### src/rtl/uart_nco_pkg.sv
package uart_nco_pkg;
  typedef enum logic {
    TX_IDLE = 1'b0,
    TX_SEND = 1'b1
  } tx_state_e;

  localparam int unsigned NCO_W    = 16;
  localparam int unsigned DATA_W   = 8;
  localparam int unsigned OVERSAMP = 16;
endpackage

### src/rtl/uart_nco_tick.sv
module uart_nco_tick #(
  parameter int unsigned ACC_W = 16
) (
  input  logic             clk_i,
  input  logic             rst_ni,
  input  logic [ACC_W-1:0] inc_i,
  output logic             tick_o
);
  logic [ACC_W-1:0] acc_q, acc_d;
  logic             carry;

  always_comb begin
    {carry, acc_d} = {1'b0, acc_q} + {1'b0, inc_i};
  end

  always_ff @(posedge clk_i or negedge rst_ni) begin
    if (!rst_ni) begin
      acc_q  <= '0;
      tick_o <= 1'b0;
    end else begin
      acc_q  <= acc_d;
      tick_o <= carry;
    end
  end

  // with increments at or below half scale, two carries never come back to back
  a_r2_tick_spacing: assert property (@(posedge clk_i) disable iff (!rst_ni)
    (tick_o && ({1'b0, inc_i} <= (1 << (ACC_W-1))) && ({1'b0, $past(inc_i)} <= (1 << (ACC_W-1))))
      |=> !tick_o);
endmodule

### src/rtl/uart_tx_frame.sv
module uart_tx_frame
  import uart_nco_pkg::*;
#(
  parameter int unsigned DW  = 8,
  parameter int unsigned OVS = 16
) (
  input  logic          clk_i,
  input  logic          rst_ni,
  input  logic          tick_i,
  input  logic          en_i,
  input  logic          empty_i,
  input  logic [DW-1:0] data_i,
  output logic          pop_o,
  output logic          busy_o,
  output logic          txd_o
);
  localparam int unsigned FRAME_W = DW + 2;
  localparam int unsigned SUB_W   = $clog2(OVS);
  localparam int unsigned CNT_W   = $clog2(FRAME_W);

  tx_state_e          state_q, state_d;
  logic [FRAME_W-1:0] sh_q, sh_d;
  logic [SUB_W-1:0]   sub_q, sub_d;
  logic [CNT_W-1:0]   cnt_q, cnt_d;
  logic               bit_end;

  assign bit_end = tick_i && (sub_q == SUB_W'(OVS - 1));

  always_comb begin
    state_d = state_q;
    sh_d    = sh_q;
    sub_d   = sub_q;
    cnt_d   = cnt_q;
    pop_o   = 1'b0;
    case (state_q)
      TX_IDLE: begin
        if (en_i && !empty_i) begin
          pop_o   = 1'b1;
          sh_d    = {1'b1, data_i, 1'b0};
          sub_d   = '0;
          cnt_d   = '0;
          state_d = TX_SEND;
        end
      end
      TX_SEND: begin
        if (bit_end) begin
          sub_d = '0;
          sh_d  = {1'b1, sh_q[FRAME_W-1:1]};
          if (cnt_q == CNT_W'(FRAME_W - 1)) begin
            state_d = TX_IDLE;
          end else begin
            cnt_d = cnt_q + 1'b1;
          end
        end else if (tick_i) begin
          sub_d = sub_q + 1'b1;
        end
      end
      default: state_d = TX_IDLE;
    endcase
  end

  always_ff @(posedge clk_i or negedge rst_ni) begin
    if (!rst_ni) begin
      state_q <= TX_IDLE;
      sh_q    <= '1;
      sub_q   <= '0;
      cnt_q   <= '0;
    end else begin
      state_q <= state_d;
      sh_q    <= sh_d;
      sub_q   <= sub_d;
      cnt_q   <= cnt_d;
    end
  end

  assign busy_o = (state_q == TX_SEND);
  assign txd_o  = busy_o ? sh_q[0] : 1'b1;

  // a pop is a single-cycle pulse and starts a frame
  a_r4_pop_starts_frame: assert property (@(posedge clk_i) disable iff (!rst_ni)
    pop_o |=> (busy_o && !pop_o));
  // every frame opens with a low start bit
  a_r3_start_low: assert property (@(posedge clk_i) disable iff (!rst_ni)
    $rose(busy_o) |-> !txd_o);
  // a frame ends only on a bit boundary after its last bit
  a_r5_end_on_boundary: assert property (@(posedge clk_i) disable iff (!rst_ni)
    $fell(busy_o) |-> ($past(tick_i) && $past(txd_o)));
  // bit index never passes the stop bit
  a_r3_count_range: assert property (@(posedge clk_i) disable iff (!rst_ni)
    cnt_q <= CNT_W'(FRAME_W - 1));
endmodule

### src/rtl/uart_nco_tx.sv
module uart_nco_tx
  import uart_nco_pkg::*;
(
  input  logic              clk_i,
  input  logic              rst_ni,
  input  logic [NCO_W-1:0]  nco_inc_i,
  input  logic              tx_en_i,
  input  logic              fifo_empty_i,
  input  logic [DATA_W-1:0] fifo_data_i,
  output logic              fifo_pop_o,
  output logic              txd_o,
  output logic              idle_o
);
  logic tick;
  logic busy;

  uart_nco_tick #(.ACC_W(NCO_W)) u_tick (
    .clk_i  (clk_i),
    .rst_ni (rst_ni),
    .inc_i  (nco_inc_i),
    .tick_o (tick)
  );

  uart_tx_frame #(.DW(DATA_W), .OVS(OVERSAMP)) u_frame (
    .clk_i   (clk_i),
    .rst_ni  (rst_ni),
    .tick_i  (tick),
    .en_i    (tx_en_i),
    .empty_i (fifo_empty_i),
    .data_i  (fifo_data_i),
    .pop_o   (fifo_pop_o),
    .busy_o  (busy),
    .txd_o   (txd_o)
  );

  assign idle_o = !busy && fifo_empty_i;

  // an idle block leaves the line high
  a_r7_idle_line_high: assert property (@(posedge clk_i) disable iff (!rst_ni)
    idle_o |-> txd_o);
  // a popped byte is never pulled while the enable is low
  a_r6_no_pop_disabled: assert property (@(posedge clk_i) disable iff (!rst_ni)
    !tx_en_i |-> !fifo_pop_o);
endmodule

### config.mk
export PLATFORM = sky130hd
export DESIGN_NAME = uart_nco_tx
export DESIGN_NICKNAME = d
export VERILOG_FILES = /design/src/rtl/uart_nco_pkg.sv /design/src/rtl/uart_nco_tick.sv /design/src/rtl/uart_tx_frame.sv /design/src/rtl/uart_nco_tx.sv
export SDC_FILE = /design/constraint.sdc
export NUM_CORES = 1
export LEC_CHECK = 0
export BUFFER_PORTS_ARGS = -buffer_cell sky130_fd_sc_hd__buf_4
export CAP_MARGIN = 20
export CORE_AREA = 3 3 70 72
export CTS_CLUSTER_DIAMETER = 30
export DETAILED_ROUTE_END_ITERATION = 10
export DIE_AREA = 0 0 73 75
export PLACE_DENSITY = 0.7
export SYNTH_ARGS = -nofsm -noshare
export SYNTH_HDL_FRONTEND = slang
export SYNTH_SLANG_ARGS = --single-unit
### constraint.sdc
create_clock -name clk_i -period 2.6 [get_ports clk_i]
set_clock_uncertainty 0.2 [all_clocks]
set_input_delay 0.13 -clock clk_i [delete_from_list [all_inputs] [get_ports clk_i]]
set_output_delay 0.13 -clock clk_i [all_outputs]
set_load 0.03 [all_outputs]
Yosys cells after proc, flatten, opt, wreduce, memory -nomap -nowiden

Index checks and enable logic that the tools add are counted.

Flip-flop bits (word level): 36
Output and inout port bits: 3

$add $sub $neg: 3
Equal/unequal tests: 6
Muxes and demuxes: 16
Bitwise logic cells: 1
Reductions and logical operators: 8

Operators by type and width:

| cell                                                             | count |
|---|---|
| 10-bit two-way mux                                               | 2 |
| 4-bit two-way mux                                                | 5 |
| 10-bit case mux with 2 select lines                              | 1 |
| 16-bit by 16-bit adder with 17-bit output                        | 1 |
| 4-bit case mux with 2 select lines                               | 2 |
| 4-bit by 1-bit adder with 4-bit output (second input constant)   | 2 |
| 4-bit == test (second input constant)                            | 2 |
| 1-bit two-way mux                                                | 5 |
| 2-bit != test (second input constant)                            | 2 |
| 2-bit AND reduction                                              | 2 |
| 1-bit logical AND                                                | 3 |
| 3-bit != test (second input constant)                            | 1 |
| 3-bit AND reduction                                              | 1 |
| 1-bit zero test                                                  | 2 |
| 2-bit by 1-bit != test with 1-bit output (second input constant) | 1 |
| 1-bit case mux with 2 select lines                               | 1 |
| 1-bit inverter                                                   | 1 |

Longest topological paths before layout

Gate-level depths: netlist (run 1).

Depth in word-level cells: 4
Depth in mapped cells: 9
Mapped depth without buffers: 7

By module

From an unflattened synthesis (run 1), not the netlist that was laid out.

Cell total of the unflattened synthesis: 237
Area, all modules: 2,354.8 sq um

Modules (own cells, without submodules):

| module        | instances | cells each | area an instance (sq um) | sequential area each (sq um) |
|---|---|---|---|---|
| uart_nco_tick | 1         | 127        | 1,281.2                  | 425.4 |
| uart_tx_frame | 1         | 109        | 1,059.8                  | 461.7 |
| uart_nco_tx   | 1         | 1          | 13.8                     | 0.0 |

Least setup slack after synthesis (run 1)

OpenSTA, ideal clock, no wires.

Kind: reg2reg
From: register u_frame.sub_q[0]
To: register u_frame.cnt_q[0]
Setup time: 0.125 ns
Data arrival time: 1.758 ns
Data required time: 2.275 ns
Slack: 0.516 ns
Stages on the path, launching flop included: 8
Path buffers: 1
Period minus slack after synthesis: 2.084 ns
Cells stage by stage: dfrtp_1 -> ha_1 -> and3_1 -> and3_2 -> or2_1 -> buf_6 -> nor2b_4 -> mux2_4

Cells in the longest elaborated chain, start to end: 4

Ends and longest elaborated chain:

| element                       | RTL line            | RTL |
|---|---|---|
| start, declared               | uart_tx_frame.sv:23 | `logic [SUB_W-1:0] sub_q, sub_d;` |
| start signal, assigned        | uart_tx_frame.sv:71 | `sub_q <= sub_d;` |
| 4-bit == test                 | uart_tx_frame.sv:27 | `assign bit_end = tick_i && (sub_q == SUB_W'(OVS - 1));` |
| 1-bit logical AND             | uart_tx_frame.sv:27 |  |
| 2-bit != test (no line)       | --                  |  |
| 3-bit AND reduction (no line) | --                  |  |
| end signal, assigned          | uart_tx_frame.sv:72 | `cnt_q <= cnt_d;` |
| end, declared                 | uart_tx_frame.sv:24 | `logic [CNT_W-1:0] cnt_q, cnt_d;` |

Every way passes these cells.
A chain may end at the register's enable or synchronous reset.

Worst setup path in the final report (run 1)

From: input nco_inc_i[0]
To: register u_tick.tick_o

Cells in the longest elaborated chain, start to end: 1

Ends and longest elaborated chain:

| element                                   | RTL line            | RTL |
|---|---|---|
| start, declared                           | uart_nco_tx.sv:6    | `input logic [NCO_W-1:0] nco_inc_i,` |
| 16-bit by 16-bit adder with 17-bit output | uart_nco_tick.sv:13 | `{carry, acc_d} = {1'b0, acc_q} + {1'b0, inc_i};` |
| net u_tick.carry                          | uart_nco_tick.sv:10 | `logic carry;` |
| end signal, assigned                      | uart_nco_tick.sv:22 | `tick_o <= carry;` |
| end, declared                             | uart_nco_tick.sv:7  | `output logic tick_o` |

The timed path passes the listed nets, and every way through them passes these cells.

==> results of run 1 <==
-- worst paths after layout --
kind                                                 to  slack [ps]
hold reg to reg               u_tick.acc_q[0]$_DFF_PN0_         270
max in group asynchronous   u_frame.sh_q[3]$_DFFE_PN1P_        1710
setup / recovery                u_tick.tick_o$_DFF_PN0_         160
min in group asynchronous  u_frame.sub_q[2]$_DFFE_PN0P_         140
hold / removal               u_tick.acc_q[15]$_DFF_PN0_          20
setup reg to reg                u_tick.tick_o$_DFF_PN0_         330
-- cells in the final DEF (no fill, tap or decap), types with 5 or more instances in the layout --
cell type      Yosys  layout
a21o_1             6       6
a21oi_1           24      24
buf_4              0      33
clkbuf_8           0       5
dfrtp_1           26      26
dfstp_2            9       9
dlygate4sd3_1      0      13
ha_1              19      19
mux2i_1            8       8
nand2_1           14      14
nand3_1            5       5
nor2_1            16      16
o21ai_0           16      16
xnor2_1            8       8
-- metal layers --
layer / vias up / GRT usage (%) / part of all wire (%)
met1: 768 / 22.62 / 47
li1: 838 / - / -
met3: 4 / 3.872 / 4.3
met2: 29 / 26.22 / 48
met5: - / 0 / 0
met4: 0 / 4.713 / 0.93
-- through the flow --
step	power [uW]	std cells
4_1_cts	2645	305
5_1_grt	2887	305
3_5_place_dp	2233	284
6_report	2642	305
3_3_place_gp	2215	284
2_1_floorplan	1944	207
-- kinds of logic (layout without fill, tap and decap cells) --
| family | Yosys count | in the layout | synth area share, % |
|---|---|---|---|
| AO/OA/AOI/OAI | 64 | 64 | 18.41 |
| adder cells (fa/ha/maj) | 20 | 20 | 12.39 |
| flip-flops | 35 | 35 | 42.66 |
| multiplexers | 9 | 9 | 4.573 |
| XOR/XNOR | 12 | 12 | 5.054 |
| buffers and inverters | 13 | 59 | 3.489 |
| AND/OR/NAND/NOR | 54 | 54 | 13.42 |
-- state kept, by name, summed over array words and instances (netlist names) --
signal and cells:
u_tick.tick_o 1, u_frame.busy_o 1, u_frame.sub_q 4, u_frame.sh_q 9, u_frame.cnt_q 4, u_tick.acc_q 16
-- cells in the mapped netlist (all sizes together), types with 4 or more instances --
cell / n / area, sq um
and3: 5 / 38.78
ha: 19 / 237.7
a21o: 6 / 45.04
mux2i: 8 / 80.08
nand2: 14 / 52.55
a21oi: 24 / 120.1
a31oi: 4 / 25.02
xnor2: 8 / 70.07
dfstp: 9 / 236.5
clkbuf: 4 / 15.01
dfrtp: 26 / 650.6
buf: 4 / 38.78
xor2: 4 / 35.03
nand3: 5 / 25.02
inv: 5 / 18.76
o21ai: 16 / 80.08
nor2: 16 / 60.06
-- power breakdown --
group | switching, uW | internal [uW]
Sequential | 137 | 837
Clock | 189 | 188
Combinational | 683 | 607
-- area by class of cell --
cell class	instances	area [sq um]
Clock buffer	7	76.32
Clock inverter	1	5.005
Fill cell	376	1797
Inverter	5	18.77
Multi-Input combinational cell	159	1127
Sequential cell	35	887.1
Tap cell	52	65.06
Timing Repair Buffer	46	377.9
-- worst max-delay path, cell delays in order --
cell           delay [ps]
dlygate4sd3_1         540
buf_4                 130
ha_1                  230
fa_1                  420
a21o_1                210
nand3_1                90
a31oi_1               200
a41oi_2               300
o21ai_0               130
-- what timing repair did --
| item | in CTS | in global routing |
|---|---|---|
| hold buffers | 13 | 0 |
| gates resized for setup | 0 | 1 |
| endpoints found under the setup margin | 0 | 2 |
| endpoints found under the hold margin | 46 | 0 |
==> results by group, run 1 <==
Status
  • Status: finished clean

Synth
  • Synth Instances: 207
  • Number of flops mapped to enable cells by yosys: 0
  • Commonest register cell after synthesis: dfrtp_1
  • Syn_area_per_cell: 10.05 sq um
  • Seq cells post-synth: 35
  • Syn_nets: 255
  • Post-Syn Area: between 0.002 and 0.0025 sq mm
  • Post-synthesis sequential area ratio: 42.66%
  • Ys Warns: 0
  • Async SR Flop Fraction: 100.0%
  • Unique masters post-synth: 44

Placed design
  • Final Wtd Congestion: 0.7711
  • Place WS: 342.9 ps
  • I/O Buffers: 30
  • DPL Wire Length: ~2800 um
  • Cell Area, Placed: 0.002338 sq mm

Finish
  • ANT cells: 0
  • Core Util, Final: between 50% and 60%
  • Final instance area: about 0.0026 sq mm
  • Synth-to-Final Area Change: 22.98%
  • Layout Nets: 300
  • Share of layout cells above drive strength 1: 22.53%

Critical path
  • Worst-path fanout max: 5
  • R2R depth: 7
  • Worst R2R Start: u_tick.acc_q[0]$_DFF_PN0_
  • Crit path kind: input pin to flop
  • CP startpoint: nco_inc_i[0]
  • Critical Path Source Type: input pin
  • Worst path arrival time: between 2000 and 2500 ps
  • Req. time, crit path: 2550 ps
  • Worst Setup End Kind: flop

Pwr
  • Total leakage power: 0.001233 uW
  • PD cells: 1033 mW/mm^2
  • Maximum VDD drop: 544.8 uV

Clocking
  • Clock sink count: 35
  • CTS buffer count: 5
  • Clock root buffer: clkbuf_8
  • CTS tree: done
  • CTS H-tree depth: 2
  • Worst-Skew Late Latency: approximately 280 ps
  • Total setup buffers inserted after CTS: 0
  • Longest Clk Path Bufs: 2
  • Clock-pin slew on the worst setup and hold paths: 70 ps

STA
  • Worst rel slew slack: 65.21%
  • RSZ-0062 raised after global routing: no
  • F_max: 410.5 MHz
  • Final Setup Violations: 0
  • Slew @ Worst Pin: 519.4 ps
  • Final min period: 2436 ps
  • WHS: 21.08 ps
  • Crit share post-route: 93.68%
  • Setup ws final: approximately 160 ps
  • Setup TNS: 0 ps
  • Final hold violation count: 0
  • Final slew viol count: 0

Hold path
  • Worst Hold Path Cells: 3
  • Min-Delay Startpoint: nco_inc_i[15]
  • Hold crit path type: input pin to flop

Drt
  • Routed via count: ~1600
  • Post-route DRC: 0
  • Routed WL: 4097 um
  • Initial DRC count: 91
  • Drt wl/cell: ~13 um
  • Vias per inst: about 5.4
  • Antenna-violating nets left: 0
  • Drt pass-1 iters: 4

Global route
  • Largest net degree at the start of global routing: 36
  • Total gr overflow: 0
  • Vias in the first global route: ~1600
  • All-Layer GR Usage: between 10% and 20%
  • Initial antenna violation count: 0
  • First-pass GRT wire length: around 7100 um

Floorplan
  • Die Span X: 73 um
  • Core area: 0.004354 sq mm
  • Initial Util: 47.76%
  • Row cnt: 24
  • Die Height: 75 um
  • # IOs: 31
  • Die area: 0.005475 sq mm

Job
  • Max_cap viols: 0
No activity file was read; power rests on OpenSTA's default activity.
==> run 2, diff against run 1 <==
--- a/config.mk
+++ b/config.mk
@@ -7,11 +7,13 @@
 export LEC_CHECK = 0
 export BUFFER_PORTS_ARGS = -buffer_cell sky130_fd_sc_hd__buf_4
 export CAP_MARGIN = 20
-export CORE_AREA = 3 3 70 72
+export CORE_AREA = 2 2 73 75
 export CTS_CLUSTER_DIAMETER = 30
 export DETAILED_ROUTE_END_ITERATION = 10
-export DIE_AREA = 0 0 73 75
+export DIE_AREA = 0 0 75 77
+export GPL_ROUTABILITY_DRIVEN = 0
 export PLACE_DENSITY = 0.7
 export SYNTH_ARGS = -nofsm -noshare
 export SYNTH_HDL_FRONTEND = slang
+export SYNTH_HIERARCHICAL = 1
 export SYNTH_SLANG_ARGS = --single-unit
==> run 2 against run 1 <==
Compared with the run above: total power rose by 14%; final cell count is 14% higher; flip-flop and latch count is the same; first-iteration DRC count is 6.6% lower; non-clock buffer count up 2; count of clock-buffer cells in the layout is the same; via count grew 20%; die area rose by 5.5%; critical endpoint is now u_tick/tick_o$_DFF_PN0_; largest cell class unchanged.
==> results by group, run 2 <==
Status
  • Status: finished clean (unchanged)

STA
  • Worst rel slew slack: 63.00% (was 65.21%)
  • F_max: 410.2 MHz (was 410.5 MHz)
  • WHS: 29.05 ps (was 21.08 ps)
  • Final hold violation count: 0 (unchanged)
  • Final min period: 2438 ps (was 2436 ps)
  • Final slew viol count: 0 (unchanged)
  • RSZ-0062 raised after global routing: no (unchanged)
  • Setup TNS: 0 ps (unchanged)
  • Final Setup Violations: 0 (unchanged)
  • Setup ws final: 162.1 ps (was 164.2 ps)
  • Slew @ Worst Pin: 552.4 ps (was 519.4 ps)
  • Crit share post-route: 93.77% (was 93.68%)

Floorplan
  • # IOs: 31 (unchanged)
  • Die area: 0.005775 sq mm (was 0.005475 sq mm)
  • Die Span X: 75 um (was 73 um)
  • Initial Util: 47.31% (was 47.76%)
  • Die Height: 77 um (was 75 um)
  • Row cnt: 26 (was 24)
  • Core area: 0.004977 sq mm (was 0.004354 sq mm)

Synth
  • Post-Syn Area: 0.002355 sq mm (was 0.002079 sq mm)
  • Synth Area in Adders: 10.95% (was 12.39%)
  • Syn_nets: 285 (was 255)
  • Async SR Flop Fraction: 100.0% (unchanged)
  • Seq cells post-synth: 35 (unchanged)
  • Synth Instances: 237 (was 207)
  • Multiplexer area fraction after synthesis: 0% (was 4.573%)
  • Ys Warns: 6 (was 0)
  • Top-area cell type share of the netlist area: 27.63% (was 31.29%)
  • Syn_area_per_cell: 9.936 sq um (was 10.05 sq um)
  • Number of flops mapped to enable cells by yosys: 0 (unchanged)
  • Commonest register cell after synthesis: dfrtp_1 (unchanged)
  • Most frequent cell after synthesis: dfrtp_1 (unchanged)
  • Synth Area in Compound Gates: 23.65% (was 18.41%)
  • Synth Area in XOR/XNOR: 4.091% (was 5.054%)
  • Unique masters post-synth: 54 (was 44)
  • Leading area contributor after synthesis: dfrtp_1 (unchanged)
  • Post-synthesis sequential area ratio: 37.67% (was 42.66%)
  • Main combinational cell family by area after synthesis: compound AO/OA/AOI/OAI gates (unchanged)
  • Post-Synth Simple-Gate Area: 18.38% (was 13.42%)
  • Most frequent cells after synthesis: dfrtp_1 (26), nand2_1 (23), ha_1 (19), nor3_1 (17), a21oi_1 (10) (was dfrtp_1 (26), a21oi_1 (24), ha_1 (19), nor2_1 (16), o21ai_0 (16))
  • Synth area leaders: dfrtp_1 (28%), ha_1 (10%), dfstp_2 (10%), a311oi_2 (4.5%), nand2_1 (3.7%) (was dfrtp_1 (31%), ha_1 (11%), dfstp_2 (11%), a21oi_1 (5.8%), mux2i_1 (3.9%))

Critical path
  • CP startpoint: nco_inc_i[0] (unchanged)
  • Worst-path fanout max: 3 (was 5)
  • Crit path kind: input pin to flop (unchanged)
  • CP delay by family, top: compound AO/OA/AOI/OAI gates (unchanged)
  • Req. time, crit path: 2570 ps (was 2550 ps)
  • Critical Path Source Type: input pin (unchanged)
  • Slowest-stage cell, CP: dlygate4sd3_1 (unchanged)
  • Critical path buffers and inverters: 2 (unchanged)
  • Worst Setup End Kind: flop (unchanged)
  • Critical Path Max Stage Delay: 540 ps (about the same)
  • Crit path depth: 9 (unchanged)
  • Worst R2R Start: u_tick/acc_q[4]$_DFF_PN0_ (was u_tick.acc_q[0]$_DFF_PN0_)
  • Crit-path cells: dlygate4sd3_1 -> buf_4 -> ha_1 -> fa_1 -> a21o_1 -> a221oi_4 -> o21ai_2 -> a21oi_2 -> o21ai_0 (was dlygate4sd3_1 -> buf_4 -> ha_1 -> fa_1 -> a21o_1 -> nand3_1 -> a31oi_1 -> a41oi_2 -> o21ai_0)
  • R2R depth: 6 (was 7)
  • Worst path arrival time: 2400 ps (was 2380 ps)

Clocking
  • Clock-pin slew on the worst setup and hold paths: 70 ps (about the same)
  • Clock sink count: 35 (unchanged)
  • Longest Clk Path Bufs: 2 (unchanged)
  • Worst-Skew Late Latency: 290 ps (was 280 ps)
  • Total setup buffers inserted after CTS: 0 (unchanged)
  • CTS tree: done (unchanged)
  • Clock root buffer: clkbuf_8 (unchanged)
  • CTS H-tree depth: 2 (unchanged)
  • CTS buffer count: 5 (unchanged)

Drt
  • Post-route DRC: 0 (unchanged)
  • Drt pass-1 iters: 4 (unchanged)
  • Antenna-violating nets left: 0 (unchanged)
  • Initial DRC count: 85 (was 91)
  • Routed WL: 4936 um (was 4097 um)
  • Routed via count: 1959 (was 1639)
  • Vias per inst: 5.613 (was 5.374)
  • Drt wl/cell: 14.14 um (was 13.43 um)

Global route
  • First-pass GRT wire length: 8238 um (was 7051 um)
  • Initial antenna violation count: 0 (unchanged)
  • Gr busiest metal: met2 (unchanged)
  • Met1 usage: 23.94% (was 22.62%)
  • Vias in the first global route: 1879 (was 1609)
  • Grt met3 use: 2.891% (was 3.872%)
  • Largest net degree at the start of global routing: 36 (unchanged)
  • Total gr overflow: 0 (unchanged)
  • All-Layer GR Usage: 18.14% (was 16.51%)
  • Met2 Use GR: 29.30% (was 26.22%)

Finish
  • Fillers: 445 (was 376)
  • Biggest register: u_tick/acc_q (was u_tick.acc_q)
  • ANT cells: 0 (unchanged)
  • Synth-to-Final Area Change: 20.83% (was 22.98%)
  • Top flop regs: u_tick/acc_q x16, u_frame/sh_q x9 (was u_tick.acc_q x16, u_frame.sh_q x9)
  • Core Util, Final: 57.16% (was 58.74%)
  • Commonest non-fill, non-tap cell in the layout: buf_4 (unchanged)
  • Layout Nets: 326 (was 300)
  • Max reg flops: 16 (unchanged)
  • Share of layout cells above drive strength 1: 23.66% (was 22.53%)
  • Multi-input gate area: 0.001355 sq mm (was 0.001127 sq mm)
  • Commonest non-fill, non-tap cells in the layout: buf_4 (34), dfrtp_1 (26), nand2_1 (23), ha_1 (19), nor3_1 (17) (was buf_4 (33), dfrtp_1 (26), a21oi_1 (24), ha_1 (19))
  • Sequential cell area: 887.1 sq um (unchanged)

Hold path
  • Min-Delay Startpoint: nco_inc_i[2] (was nco_inc_i[15])
  • Worst Hold Path Cells: 3 (unchanged)
  • Hold crit path type: input pin to flop (unchanged)

Pwr
  • Maximum VDD drop: 698.7 uV (was 544.8 uV)
  • Total leakage power: 0.001249 uW (was 0.001233 uW)
  • PD cells: 1062 mW/mm^2 (was 1033 mW/mm^2)
  • Final total power: 3022 uW (was 2642 uW)

Job
  • Max_cap viols: 0 (unchanged)

Placed design
  • DPL Wire Length: 3482 um (was 2835 um)
  • Place WS: 232.8 ps (was 342.9 ps)
  • I/O Buffers: 30 (unchanged)
## run 2: changes by cell type in the layout (fill, tap and decap cells not counted), sizes merged, moves of 8 or more
cell / previous run / this run
nor3: 2 / 17
a21oi: 24 / 12
o21ai: 16 / 6
a311oi: 0 / 9
nand2: 14 / 23
nor2: 16 / 7
mux2i: 8 / 0
## run 2: cells by family (layout without fill, tap and decap cells)
kind of cell / Yosys count / count (layout)
compound gates: 67 / 67
xor+xnor: 11 / 11
fa+ha+maj: 20 / 20
buf+inv: 21 / 63
flops: 35 / 35
simple gates: 83 / 83
## run 2: tightest hold or removal path: stages
cell,delay (ps)
buf_4,80
ha_1,190
xor2_1,80
## run 2: power breakdown
part           switching (uW)  total, uW  internal (uW)
registers                 162       1020            856
clock network             195        383            188
logic                     871       1620            749
total                    1230       3020           1790
## run 2: what timing repair did
item	in CTS	in global routing
resized for setup	0	1
hold buffers	14	0
endpoints found under the setup margin	0	3
endpoints found under the hold margin	47	0
## run 2: metal layers
layer	share of wire, %	wire length, um
met1	46	2288
met5	0	0
met4	1.0	51
met2	50	2456
met3	2.8	140
## run 2: path summary, 6_finish.rpt
check / end / slack [ps]
setup reg to reg: u_tick/acc_q[15]$_DFF_PN0_ / 300
hold / removal: u_tick/acc_q[2]$_DFF_PN0_ / 30
max in group asynchronous: u_frame/sh_q[3]$_DFFE_PN1P_ / 1720
min in group asynchronous: u_frame/cnt_q[1]$_DFFE_PN0P_ / 140
setup / recovery: u_tick/tick_o$_DFF_PN0_ / 160
hold reg to reg: u_tick/acc_q[0]$_DFF_PN0_ / 300
## run 2: area by class of cell
class / count / area share (%)
Multi-Input combinational cell: 181 / 47.63
Clock buffer: 7 / 2.682
Timing Repair Buffer: 48 / 13.90
Sequential cell: 35 / 31.18
Tap cell: 70 / 3.078
Inverter: 7 / 1.363
Clock inverter: 1 / 0.1759
## run 2: through the flow
| stage | cell area, sq um | instances |
|---|---|---|
| after global placement | 2613 | 327 |
| final | 2845 | 349 |
| after global routing | 2845 | 349 |
| after floorplan | 2355 | 237 |
| after CTS | 2834 | 349 |
| after detailed placement | 2613 | 327 |
